$ cat src/rtl/hsgate_pkg.sv
package hsgate_pkg;
  typedef enum logic [4:0] {
    ST_IDLE  = 5'b00001,
    ST_DELAY = 5'b00010,
    ST_CHECK = 5'b00100,
    ST_GOOD  = 5'b01000,
    ST_FAULT = 5'b10000
  } hsg_state_e;
endpackage

$ cat src/rtl/hsgate_timer.sv
module hsgate_timer #(
  parameter int W = 18
) (
  input  logic         clk,
  input  logic         rst,
  input  logic         load,
  input  logic [W-1:0] load_val,
  output logic         cnt_zero
);
  logic [W-1:0] cnt;

  always_ff @(posedge clk) begin
    if (rst)            cnt <= '0;
    else if (load)      cnt <= load_val;
    else if (cnt != '0) cnt <= cnt - 1'b1;
  end

  assign cnt_zero = (cnt == '0);
endmodule

$ cat src/rtl/hsgate_fsm.sv
module hsgate_fsm
  import hsgate_pkg::*;
#(
  parameter int CNT_W = 16
) (
  input  logic             clk,
  input  logic             rst,
  input  logic             lock_ok,
  input  logic             uv_flag,
  input  logic             pgi_low,
  input  logic             uv_retry_en,
  input  logic             pb_retry_en,
  input  logic             pb_fault_bit,
  input  logic [CNT_W-1:0] td_cycles,
  input  logic             tmr_zero,
  output logic             tmr_load,
  output logic [CNT_W+1:0] tmr_val,
  output logic             nxt_on,
  output logic             uv_event,
  output logic             pb_timeout
);
  localparam int TW = CNT_W + 2;

  hsg_state_e    st, nxt;
  logic          uv_q, lock_q, tripped;
  logic [TW-1:0] td_eff;

  always_comb begin
    if (td_cycles == '0) td_eff = {{(TW-1){1'b0}}, 1'b1};
    else                 td_eff = {2'b00, td_cycles};
  end

  // A new undervoltage event: fresh rise, or present when lockout releases
  assign uv_event   = lock_ok & uv_flag & (~uv_q | ~lock_q);
  assign pb_timeout = lock_ok & ~uv_flag & (st == ST_CHECK) & ~pgi_low & tmr_zero;

  always_comb begin
    nxt = st;
    if (!lock_ok || uv_flag) begin
      nxt = ST_IDLE;
    end else begin
      unique case (st)
        ST_IDLE:  if (!tripped || uv_retry_en) nxt = ST_DELAY;
        ST_DELAY: if (tmr_zero) nxt = ST_CHECK;
        ST_CHECK: begin
          if (pgi_low)       nxt = ST_GOOD;
          else if (tmr_zero) nxt = ST_FAULT;
        end
        ST_GOOD:  nxt = ST_GOOD;
        ST_FAULT: if (pgi_low && (pb_retry_en || !pb_fault_bit)) nxt = ST_DELAY;
        default:  nxt = ST_IDLE;
      endcase
    end
  end

  always_comb begin
    tmr_load = (nxt != st) && ((nxt == ST_DELAY) || (nxt == ST_CHECK));
    if (nxt == ST_CHECK) tmr_val = (td_eff << 2) - 1'b1;
    else                 tmr_val = td_eff - 1'b1;
    nxt_on = (nxt == ST_CHECK) || (nxt == ST_GOOD);
  end

  always_ff @(posedge clk) begin
    if (rst) begin
      st      <= ST_IDLE;
      uv_q    <= 1'b0;
      lock_q  <= 1'b0;
      tripped <= 1'b0;
    end else begin
      st     <= nxt;
      uv_q   <= uv_flag;
      lock_q <= lock_ok;
      if (uv_event)                             tripped <= 1'b1;
      else if (st == ST_IDLE && nxt == ST_DELAY) tripped <= 1'b0;
    end
  end
endmodule

$ cat src/rtl/hsgate_short_det.sv
module hsgate_short_det #(
  parameter int               SENSE_W    = 10,
  parameter logic [SENSE_W-1:0] SHORT_CODE = 16
) (
  input  logic               sense_valid,
  input  logic [SENSE_W-1:0] sense_code,
  input  logic               gate_on,
  output logic               hit
);
  assign hit = sense_valid & ~gate_on & (sense_code >= SHORT_CODE);
endmodule

$ cat src/rtl/hsgate_seq.sv
module hsgate_seq #(
  parameter int                 CNT_W      = 16,
  parameter int                 SENSE_W    = 10,
  parameter logic [SENSE_W-1:0] SHORT_CODE = 16
) (
  input  logic               clk,
  input  logic               rst,
  input  logic               lock_ok,
  input  logic               uv_flag,
  input  logic               pgi_low,
  input  logic               uv_retry_en,
  input  logic               pb_retry_en,
  input  logic               pb_fault_bit,
  input  logic [CNT_W-1:0]   td_cycles,
  input  logic               sense_valid,
  input  logic [SENSE_W-1:0] sense_code,
  output logic               gate_en,
  output logic               pwr_good,
  output logic               set_uv_pres,
  output logic               set_uv_flt,
  output logic               set_pb_pres,
  output logic               set_pb_flt,
  output logic               clr_pb_pres,
  output logic               set_sh_pres,
  output logic               set_sh_flt
);
  localparam int TW = CNT_W + 2;

  logic          tmr_load, tmr_zero, nxt_on, uv_event, pb_timeout, sh_hit;
  logic [TW-1:0] tmr_val;

  hsgate_timer #(.W(TW)) u_timer (
    .clk(clk), .rst(rst), .load(tmr_load), .load_val(tmr_val), .cnt_zero(tmr_zero)
  );

  hsgate_fsm #(.CNT_W(CNT_W)) u_fsm (
    .clk(clk), .rst(rst), .lock_ok(lock_ok), .uv_flag(uv_flag), .pgi_low(pgi_low),
    .uv_retry_en(uv_retry_en), .pb_retry_en(pb_retry_en), .pb_fault_bit(pb_fault_bit),
    .td_cycles(td_cycles), .tmr_zero(tmr_zero), .tmr_load(tmr_load), .tmr_val(tmr_val),
    .nxt_on(nxt_on), .uv_event(uv_event), .pb_timeout(pb_timeout)
  );

  hsgate_short_det #(.SENSE_W(SENSE_W), .SHORT_CODE(SHORT_CODE)) u_short (
    .sense_valid(sense_valid), .sense_code(sense_code), .gate_on(gate_en), .hit(sh_hit)
  );

  always_ff @(posedge clk) begin
    if (rst) begin
      gate_en     <= 1'b0;
      pwr_good    <= 1'b0;
      set_uv_pres <= 1'b0;
      set_uv_flt  <= 1'b0;
      set_pb_pres <= 1'b0;
      set_pb_flt  <= 1'b0;
      clr_pb_pres <= 1'b0;
      set_sh_pres <= 1'b0;
      set_sh_flt  <= 1'b0;
    end else begin
      gate_en     <= nxt_on;
      pwr_good    <= nxt_on;
      set_uv_pres <= uv_event;
      set_uv_flt  <= uv_event;
      set_pb_pres <= pb_timeout;
      set_pb_flt  <= pb_timeout;
      clr_pb_pres <= set_pb_pres;
      set_sh_pres <= sh_hit;
      set_sh_flt  <= sh_hit;
    end
  end
endmodule

$ cat config.mk
export PLATFORM = sky130hd
export DESIGN_NAME = hsgate_seq
export DESIGN_NICKNAME = d
export VERILOG_FILES = /design/src/rtl/hsgate_pkg.sv /design/src/rtl/hsgate_timer.sv /design/src/rtl/hsgate_fsm.sv /design/src/rtl/hsgate_short_det.sv /design/src/rtl/hsgate_seq.sv
export SDC_FILE = /design/constraint.sdc
export NUM_CORES = 1
export LEC_CHECK = 0
export ABC_AREA = 1
export ABC_CLOCK_PERIOD_IN_PS = 2000
export BUFFER_PORTS_ARGS = -buffer_cell sky130_fd_sc_hd__buf_2
export CAP_MARGIN = 10
export CORE_MARGIN = 3
export CORE_UTILIZATION = 52
export CTS_BUF_LIST = sky130_fd_sc_hd__clkbuf_4 sky130_fd_sc_hd__clkbuf_8
export CTS_CLUSTER_SIZE = 16
export DETAILED_ROUTE_END_ITERATION = 7
export HOLD_SLACK_MARGIN = 0.03
export PLACE_DENSITY = 0.76
export REMOVE_ABC_BUFFERS = 1
export SYNTH_ARGS = -nofsm -noshare
export SYNTH_HDL_FRONTEND = slang
export SYNTH_SLANG_ARGS = --single-unit
$ cat constraint.sdc
create_clock -name clk -period 2 [get_ports clk]
set_input_delay 0.1 -clock clk [delete_from_list [all_inputs] [get_ports clk]]
set_output_delay 0.1 -clock clk [all_outputs]
set_load 0.02 [all_outputs]
==> results of run 1 <==
==> per-layer routing <==
metal	global-route usage	vias up	routed length, um
met5	0	-	0
met4	0.1186	0	200
met2	0.4429	153	3607
li1	-	1458	-
met3	0.05541	27	550
met1	0.3518	1328	3270
==> path summary, 6_finish.rpt <==
| kind | from | end | slack (ns) | cells after the start |
|---|---|---|---|---|
| max | u_fsm.st[1] | u_timer.cnt[11] | -0.1 | 17 |
| min | uv_flag | u_fsm.uv_q | 0.05 | 3 |
| max reg2reg | u_fsm.st[1] | u_timer.cnt[11] | -0.1 | 17 |
| min reg2reg | set_pb_flt | clr_pb_pres | 0.44 | 2 |
==> kinds of logic (layout without fill, tap and decap cells) <==
kind of cell	after synthesis	in the layout	share of synthesized area
AND/OR/NAND/NOR	238	238	0.4404
buffers and inverters	53	166	0.1037
AO/OA/AOI/OAI	44	44	0.1047
flip-flops	31	31	0.2546
XOR/XNOR	24	24	0.08624
adder cells (fa/ha/maj)	2	2	0.01027
==> cell usage in the layout, fill, tap and decap left out, drive strengths merged <==
cell,netlist,final
a21oi,15,15
nand4,1,1
nor4,4,4
or4,1,1
nand2,113,113
xnor2,10,10
o311ai,1,1
or2,4,4
bufinv,0,1
nand3,29,29
ha,2,2
o21a,1,1
a21boi,1,1
xor2,14,14
nor3,8,8
inv,40,40
o21ai,26,26
buf,11,117
dfxtp,31,31
clkinv,0,1
clkbuf,2,7
nor2,76,76
nand3b,2,2
==> metrics by stage <==
step | utilization | total power [mW]
CTS | 0.7545 | 3.763
global placement | 0.7010 | 2.821
detailed placement | 0.7010 | 2.882
global route | 0.7956 | 4.423
finish | 0.7956 | 4.168
floorplan | - | 2.103
==> power groups by stage <==
stage	clock network (mW)	registers (mW)	logic [mW]
global placement	0	0.884	1.94
global route	0.684	0.927	2.81
finish	0.652	0.914	2.60
CTS	0.651	0.899	2.21
detailed placement	0	0.889	1.99
floorplan	0	0.923	1.18
==> critical path, stage by stage, from the launching register on <==
cell and delay (ns):
dfxtp_2 0.36, inv_1 0.09, nand2_2 0.10, nor2_2 0.19, nand2_2 0.12, inv_1 0.09
nand2_2 0.07, nand2_1 0.09, nand2_1 0.06, nand2_1 0.07, nand2_2 0.07, nor2_4 0.17
nand2_4 0.09, nand2_8 0.09, nand2_2 0.07, buf_4 0.14, nand2_1 0.06, nor2_1 0.04
==> what timing repair did <==
item / 4_1_cts / 5_1_grt
hold buffers: 0 / 0
buffers inserted: 4 / 7
endpoints found under the setup margin: 18 / 18
resized for setup: 29 / 34
pin swaps: 10 / 29
cloned: 1 / 1
==> final cells by class <==
cell class                      count  area (um^2)  share of cell area
Clock buffer                        6        82.58             0.02335
Clock inverter                      2        35.03            0.009908
Inverter                           40        150.1             0.04246
Multi-Input combinational cell    308         1730              0.4894
Sequential cell                    31        626.9              0.1773
Tap cell                           52        65.06             0.01840
Timing Repair Buffer              118        845.8              0.2392
==> qor.yml, run 1 <==
syn_area_um2: 2437
p_per_area_nw_per_um2: 1179
synth_ff_type: "dfxtp_1"
antenna_found_initial: 0
syn_area_per_cell_um2: 6.218
holdWs_ns: 0.05181
first_iter_violations: 364
status: "finished, violations left"
vias: 2966
achievable-frequency_mhz: 477.0
grt_first_pass_wirelength_um: 11790
ioPinCount: 44
synth_area_leader_cell: "dfxtp_1"
syn_inst: 392
drcViolationCount: 0
worstSkewPairLatency_ns: 0.29
area_growth_pct: 45.07
p_int_mw: 2.437
initial_utilization: 0.5484
period_share: 1.048
via_per_inst: 5.325
path_class: "reg2reg"
grt_max_degree: 21
setup_ws_ns: -0.09648
hpwl_um: 5039
power_frac_comb: 0.624
rsz0062_at_grt: "yes"
placed_cell_area_um2: 3115
synth.most_common_cell: "nand2_1"
fin_cells: 557
worst-endpoint-required_ns: 2.17
port_buffers: 39
firstDrtPassIters: 5
synth_seq_cells: 31
cap_violations: 0
cts.sink_count: 31
synth_common_cells: "nand2_1, nor2_1, inv_1"
top_regs: "u_timer.cnt: 18 flops, u_fsm.st: 5 flops"
synth_enable_flop_cells: 0
dpl.cell_count: 536
drive_gt1_frac: 0.4020
fp.dieArea_um2: 5545
nFillCells: 295
cp.arrival_ns: 2.26
critPathMaxFanout: 6
fp.dieH_um: 74.47
clkSlewWorstSetupHoldPaths_ns: 0.07
root_buffer: "clkbuf_8"
final_area_um2: 3536
seqPwrFrac: 0.219
globalRouteOverflowTotal: 0
clock_power_share: 0.157
critPathCaptureType: "flip-flop"
switchingPower_mw: 1.731
yosys_warnings: 0
hp-class: "in2reg"
setup_viol: 18
p_leak_nw: 1.752
setup_tns_ns: -0.9542
gp_congestion: 0.9597
dp_slack_ns: -0.1238
async_flop_share: 0
grtUsageTotal: 0.2736
synth_area_leaders: "dfxtp_1, nand2_1, nor2_1, inv_1, nand3_1"
synth_top_cell_area_share: 0.2546
cp-start-kind: "flip-flop"
cts-buffers-inserted: 5
switching_share: 0.4153
nets: 541
dieWidth_um: 74.47
worst_pin_slew_ns: 0.4379
drtAntennaViolNets: 0
fp-row-count: 24
diodes: 0
htreeDepth: 2
drv_slew: 0
peakVddDrop_v: 0.0005323
synth.yosys.seq_area_share: 0.2546
clock_path_buffers: 2
skew_ns: 0.004738
avgRoutedWirePerCell_um: 13.70
grt_pass1_vias: 2698
slew_headroom: 0.7081
period_needed_ns: 2.096
wl_um: 7629
largest-register: "u_timer.cnt"
cts_tree: "done"
core_area_um2: 4444
hold_viol: 0
largest_reg_flops: 18
synthDistinctLibCells: 32
violations: "setup timing"
No activity file was read; power rests on OpenSTA's default activity.
==> run 2, diff against run 1 <==
--- a/config.mk
+++ b/config.mk
@@ -8,13 +8,14 @@
 export ABC_AREA = 1
 export ABC_CLOCK_PERIOD_IN_PS = 2000
 export BUFFER_PORTS_ARGS = -buffer_cell sky130_fd_sc_hd__buf_2
-export CAP_MARGIN = 10
+export CORE_ASPECT_RATIO = 0.5
 export CORE_MARGIN = 3
 export CORE_UTILIZATION = 52
 export CTS_BUF_LIST = sky130_fd_sc_hd__clkbuf_4 sky130_fd_sc_hd__clkbuf_8
 export CTS_CLUSTER_SIZE = 16
 export DETAILED_ROUTE_END_ITERATION = 7
 export HOLD_SLACK_MARGIN = 0.03
+export MAX_ROUTING_LAYER = met4
 export PLACE_DENSITY = 0.76
 export REMOVE_ABC_BUFFERS = 1
 export SYNTH_ARGS = -nofsm -noshare
==> run 2 against run 1 <==
  * The run still ends with setup timing left
  * Sequential share of layout area grew 0.12 points
  * Routed wire length increased by 5.0%
  * Worst hold slack worse by 0.0051 ns
  * Largest power group unchanged
  * Power decreased by 1.2%
  * Combinational power down 3%
  * Clock skew grew 0.0017 ns
==> qor.yml, run 2 (synthesis results as in run 1) <==
status: "finished, violations left"
violations: "setup timing"
setup_viol: 18  # unchanged
drive_gt1_frac: 0.4192  # +0.01718
firstDrtPassIters: 5  # unchanged
cap_violations: 0  # unchanged
initial_utilization: 0.5798  # +0.03134
postCtsHoldBufs: 0  # unchanged
worst-endpoint-required_ns: 2.23  # +0.06 ns
cts_tree: "done"
cts.sink_count: 31  # unchanged
diodes: 0  # unchanged
path_class: "reg2reg"
avgRoutedWirePerCell_um: 14.44  # +5.4%
clkSlewWorstSetupHoldPaths_ns: 0.07  # about the same
core_area_um2: 4204  # -5.4%
p_per_area_nw_per_um2: 1152  # -2.3%
ff_latch_area_um2: 638.1  # +1.8%
fp.dieArea_um2: 5594  # +0.89%
vias: 3034  # +2.3%
hpwl_um: 5105  # +1.3%
nFillCells: 243  # -18%
holdWs_ns: 0.04674  # -0.005069 ns
grt_first_pass_wirelength_um: 11620  # -1.5%
grt_max_degree: 21  # unchanged
slew_headroom: 0.7063  # -0.001796
grtUsageTotal: 0.2756  # +0.001992
cp.arrival_ns: 2.43  # +0.17 ns
fin_cells: 555  # -0.36%
top_regs: "u_timer.cnt: 18 flops, u_fsm.st: 5 flops"
hp-class: "in2reg"
clock_path_buffers: 2  # unchanged
nets: 537  # -0.74%
globalRouteOverflowTotal: 0  # unchanged
cp-start-kind: "flip-flop"
dpl.cell_count: 536  # unchanged
fp.dieH_um: 54.41  # -27%
rsz0062_at_grt: "yes"
largest-register: "u_timer.cnt"
area_growth_pct: 46.66
worstSkewPairLatency_ns: 0.30  # about the same
finalPower_mw: 4.117  # -1.2%
htreeDepth: 2  # unchanged
worst_pin_slew_ns: 0.4406  # +0.002693 ns
p_leak_nw: 1.772  # +1.2%
drv_slew: 0  # unchanged
fp-row-count: 16  # -33%
hold_viol: 0  # unchanged
achievable-frequency_mhz: 454.6  # -4.7%
port_buffers: 39  # unchanged
cts-buffers-inserted: 5  # unchanged
antenna_found_initial: 0  # unchanged
wl_um: 8012  # +5.0%
critPathMaxFanout: 7  # +1
skew_ns: 0.006416  # +0.001678 ns
drcViolationCount: 0  # unchanged
peakVddDrop_v: 0.0005464  # +2.6%
largest_reg_flops: 18  # unchanged
placed_cell_area_um2: 3103  # -0.40%
critPathCaptureType: "flip-flop"
layout_commonest_cell: "nand2_1"
root_buffer: "clkbuf_8"
gp_congestion: 0.8993  # -6.3%
dieWidth_um: 102.8  # +38%
period_needed_ns: 2.200  # +0.1033 ns
first_iter_violations: 200  # -45%
ioPinCount: 44  # unchanged
final_area_um2: 3575  # +1.1%
dp_slack_ns: -0.1443  # -0.02053 ns
via_per_inst: 5.467  # +2.7%
multi_input_area_um2: 1773  # +2.5%
period_share: 1.100  # +0.05167
grt_pass1_vias: 2779  # +3.0%
setup_ws_ns: -0.1998  # -0.1033 ns
final_cell_mix: "nand2_1, buf_4, nor2_1"
drtAntennaViolNets: 0  # unchanged
## run 2: changes by cell type in the layout (fill, tap and decap cells not counted), sizes merged
| cell | before | now |
|---|---|---|
| buf | 117 | 113 |
## run 2: what timing repair did
action | 4_1_cts | 5_1_grt
buffers inserted | 4 | 6
gates resized for setup | 26 | 50
pin swaps | 14 | 7
gates cloned | 1 | 1
setup endpoints to repair | 17 | 18
## run 2: final timing paths
check,startpoint,end,slack [ns],depth (start not counted)
worst max register to register,u_timer.cnt[10],u_timer.cnt[8],-0.20,15
worst min-delay path,uv_flag,u_fsm.uv_q,0.05,3
worst max-delay path,u_timer.cnt[10],u_timer.cnt[8],-0.20,15
worst min register to register,set_pb_flt,clr_pb_pres,0.43,2
## run 2: layout make-up
class	count	area share
Clock buffer	6	0.02310
Clock inverter	2	0.009800
Inverter	40	0.04200
Multi-Input combinational cell	308	0.4960
Sequential cell	31	0.1785
Tap cell	54	0.01890
Timing Repair Buffer	114	0.2317
## run 2: where the power goes
part / internal, mW / switching [mW] / total, mW
Sequential: 0.796 / 0.150 / 0.945
Combinational: 1.13 / 1.37 / 2.51
Clock: 0.403 / 0.262 / 0.665
Total: 2.33 / 1.78 / 4.12
## run 2: worst max-delay path, cell delays in order (launching register included)
cell,delay [ns]
dfxtp_2,0.34
nor2_4,0.14
nand2_2,0.10
nor2_4,0.13
nand3_4,0.16
nand3_2,0.13
nand2_2,0.08
nand2_2,0.11
nand2_2,0.06
nand2_2,0.08
nor2_4,0.05
buf_4,0.13
a21boi_4,0.21
clkbuf_16,0.20
nand2_2,0.06
a21oi_2,0.14
## run 2: routing by layer
metal / vias up / part of all wire / track usage
li1: 1448 / - / -
met1: 1354 / 0.40 / 0.3056
met2: 193 / 0.48 / 0.4904
met3: 39 / 0.084 / 0.05852
met4: 0 / 0.032 / 0.1247
met5: - / 0 / -
## run 2: stage by stage
step                 TNS, ns  utilization
CTS                  -0.4021       0.7985
global placement    -0.04473       0.7381
floorplan             -1.675            -
detailed placement   -0.6925       0.7381
global route          -4.304       0.8503
finish                -2.631       0.8503
==> run 3, diff against run 2 <==
--- a/config.mk
+++ b/config.mk
@@ -8,15 +8,17 @@
 export ABC_AREA = 1
 export ABC_CLOCK_PERIOD_IN_PS = 2000
 export BUFFER_PORTS_ARGS = -buffer_cell sky130_fd_sc_hd__buf_2
+export CELL_PAD_IN_SITES_DETAIL_PLACEMENT = 2
+export CELL_PAD_IN_SITES_GLOBAL_PLACEMENT = 2
 export CORE_ASPECT_RATIO = 0.5
 export CORE_MARGIN = 3
-export CORE_UTILIZATION = 52
+export CORE_UTILIZATION = 27
 export CTS_BUF_LIST = sky130_fd_sc_hd__clkbuf_4 sky130_fd_sc_hd__clkbuf_8
 export CTS_CLUSTER_SIZE = 16
 export DETAILED_ROUTE_END_ITERATION = 7
 export HOLD_SLACK_MARGIN = 0.03
 export MAX_ROUTING_LAYER = met4
-export PLACE_DENSITY = 0.76
+export PLACE_DENSITY = 0.75
 export REMOVE_ABC_BUFFERS = 1
 export SYNTH_ARGS = -nofsm -noshare
 export SYNTH_HDL_FRONTEND = slang
==> run 3 against run 2 <==
  * First-iteration DRC count down 17%
  * Worst setup slack lost 0.14 ns
  * The flow still finishes with violations (setup timing)
  * Critical path depth shrank 1
  * Power is 18% higher
  * Count of clock-buffer cells in the layout is the same
  * Sequential power grew 2.5%
  * Die area grew 84%
==> qor.yml, run 3 (synthesis results as in run 1) <==
reg2reg_slack_ns: -0.34  # -0.14 ns
hp-class: "in2reg"
grtUsageTotal: 0.2721  # -0.003430
hold_viol: 0  # unchanged
drv_slew: 0  # unchanged
critical_path.startpoint: "u_timer.cnt[8]"
top_regs: "u_timer.cnt: 18 flops, u_fsm.st: 5 flops"
cp-endpoint: "u_timer.cnt[9]"
avgRoutedWirePerCell_um: 24.40  # +69%
fp.dieH_um: 73.19  # +35%
skew_ns: 0.01469  # +0.008272 ns
cp.arrival_ns: 2.57  # +0.14 ns
htreeDepth: 2  # unchanged
via_per_inst: 5.190  # -5.1%
hpwl_um: 8337  # +63%
final_cell_mix: "buf_4, nand2_1, nor2_1"
violations: "setup timing"
drtAntennaViolNets: 0  # unchanged
antenna_found_initial: 0  # unchanged
fp.dieArea_um2: 10270  # +84%
diodes: 0  # unchanged
vias: 3389  # +12%
grt_first_pass_wirelength_um: 20950  # +80%
critPathCaptureType: "flip-flop"
p_leak_nw: 1.978  # +12%
drive_gt1_frac: 0.5194  # +0.1002
worstSkewPairLatency_ns: 0.31  # about the same
nFillCells: 970  # +300%
cp_slowest_cell: "dfxtp_1"
r2r-end: "u_timer.cnt[9]"
cp-start-kind: "flip-flop"
status: "finished, violations left"
root_buffer: "clkbuf_8"
gp_congestion: 0.8711  # -3.1%
p_per_area_nw_per_um2: 1184  # +2.8%
cpMostUsedCell: "nand2_2"
setup_viol: 19  # +1
ff2ff_path_depth: 14  # -1
dieWidth_um: 140.4  # +37%
layout_commonest_cell: "buf_4"
largest_reg_flops: 18  # unchanged
rsz0062_at_grt: "yes"
fp-row-count: 23  # +7
initial_utilization: 0.2911  # -0.2887
worst-endpoint-required_ns: 2.23  # about the same
regToRegStartpoint: "u_timer.cnt[8]"
ioPinCount: 44  # unchanged
port_buffers: 39  # unchanged
firstDrtPassIters: 4  # -1
worst_pin_slew_ns: 0.5394  # +0.09882 ns
globalRouteOverflowTotal: 0  # unchanged
placed_cell_area_um2: 3351  # +8.0%
cts-buffers-inserted: 5  # unchanged
grt_pass1_vias: 3770  # +36%
core_area_um2: 8374  # +99%
path_class: "reg2reg"
path_cells: "nor2_2, nand2_2, nor2_4, nand3_4, nand2_2, nand2_1, nand2_2, nand2_4, buf_4, o21ai_2, inv_1, nand3_2, nand3_1, nor2_1"
final_area_um2: 4109  # +15%
cpPeakStageDelay_ns: 0.38  # +0.04 ns
grt_max_degree: 21  # unchanged
clkSlewWorstSetupHoldPaths_ns: 0.09  # +0.02 ns
nets: 578  # +7.6%
period_needed_ns: 2.339  # +0.1394 ns
achievable-frequency_mhz: 427.5  # -6.0%
cts_tree: "done"
postCtsHoldBufs: 0  # unchanged
wl_um: 15930  # +99%
area_growth_pct: 68.58
period_share: 1.170  # +0.06968
first_iter_violations: 166  # -17%
setup_ws_ns: -0.3392  # -0.1394 ns
peakVddDrop_v: 0.0003848  # -30%
largest-register: "u_timer.cnt"
clock_path_buffers: 2  # unchanged
drcViolationCount: 0  # unchanged
finalPower_mw: 4.864  # +18%
slew_headroom: 0.6404  # -0.06588
cts.sink_count: 31  # unchanged
critPathMaxFanout: 6  # -1
cap_violations: 0  # unchanged
==> run 3: changes by cell type in the layout (fill, tap and decap cells not counted), moves of 5 or more <==
cell	before	now
o21ai_2	0	9
buf_4	69	106
nand3_1	22	15
o21ai_0	23	14
nor2_4	7	14
nand3_2	6	11
nand2_4	8	13
nand2_1	81	75
nor2_1	57	50
==> run 3: cell type report <==
type                    count  area [um^2]  share of cell area
inverters                  40        150.1             0.03654
clock buffers               6        82.58             0.02010
multi-input cells         308         1956              0.4759
clock inverters             1        5.005            0.001218
flip-flops and latches     31        636.9              0.1550
repair buffers            155         1139              0.2771
well taps                 112        140.1             0.03410
==> run 3: how the worst min path moves through the flow <==
stage / from / endpoint / slack, ns / cells after the start
finish: lock_ok / u_fsm.lock_q / 0.06 / 3
global route: lock_ok / u_fsm.lock_q / 0.07 / 3
CTS: uv_flag / u_fsm.uv_q / 0.06 / 3
detailed placement: uv_flag / u_fsm.uv_q / 0.37 / 3
global placement: lock_ok / u_fsm.lock_q / 0.34 / 3
floorplan: rst / u_timer.cnt[4] / 0.16 / 1
==> run 3: repair_timing <==
action | CTS | global route
setup buffers | 14 | 12
setup endpoints to repair | 18 | 19
resized for setup | 78 | 61
pin swaps | 19 | 29
gates cloned | 0 | 1
==> run 3: stage by stage <==
stage	std cells	util	hold WS [ns]	worst slack, ns	setup TNS (ns)
after CTS	640	0.4503	0.06491	-0.1157	-1.267
final	653	0.4907	0.05939	-0.3392	-5.278
after global routing	653	0.4907	0.07319	-0.4320	-6.973
after detailed placement	619	0.4001	0.3683	-0.3200	-3.825
after global placement	619	0.4001	0.3405	-0.1149	-0.6728
after floorplan	379	-	0.1624	-0.1535	-1.675
==> run 3: per-layer routing <==
| metal | GRT usage | wire length, um | up-vias |
|---|---|---|---|
| li1 | - | - | 1527 |
| met2 | 0.5090 | 8152 | 108 |
| met1 | 0.2933 | 6600 | 1718 |
| met4 | 0.1117 | 531 | 0 |
| met3 | 0.04188 | 646 | 36 |
| met5 | - | 0 | - |
==> run 3: worst max-delay path, delay by kind of cell, from the launching register on <==
kind / cells / cell delay (ns)
buffers and inverters: 2 / 0.32
AO/OA/AOI/OAI: 1 / 0.21
flip-flops: 1 / 0.38
AND/OR/NAND/NOR: 11 / 1.33
==> run 3: power breakdown <==
| group | total (mW) | internal, mW | switching (mW) |
|---|---|---|---|
| Sequential | 0.969 | 0.785 | 0.184 |
| Clock | 0.575 | 0.271 | 0.304 |
| Combinational | 3.32 | 1.36 | 1.96 |
| Total | 4.86 | 2.42 | 2.44 |
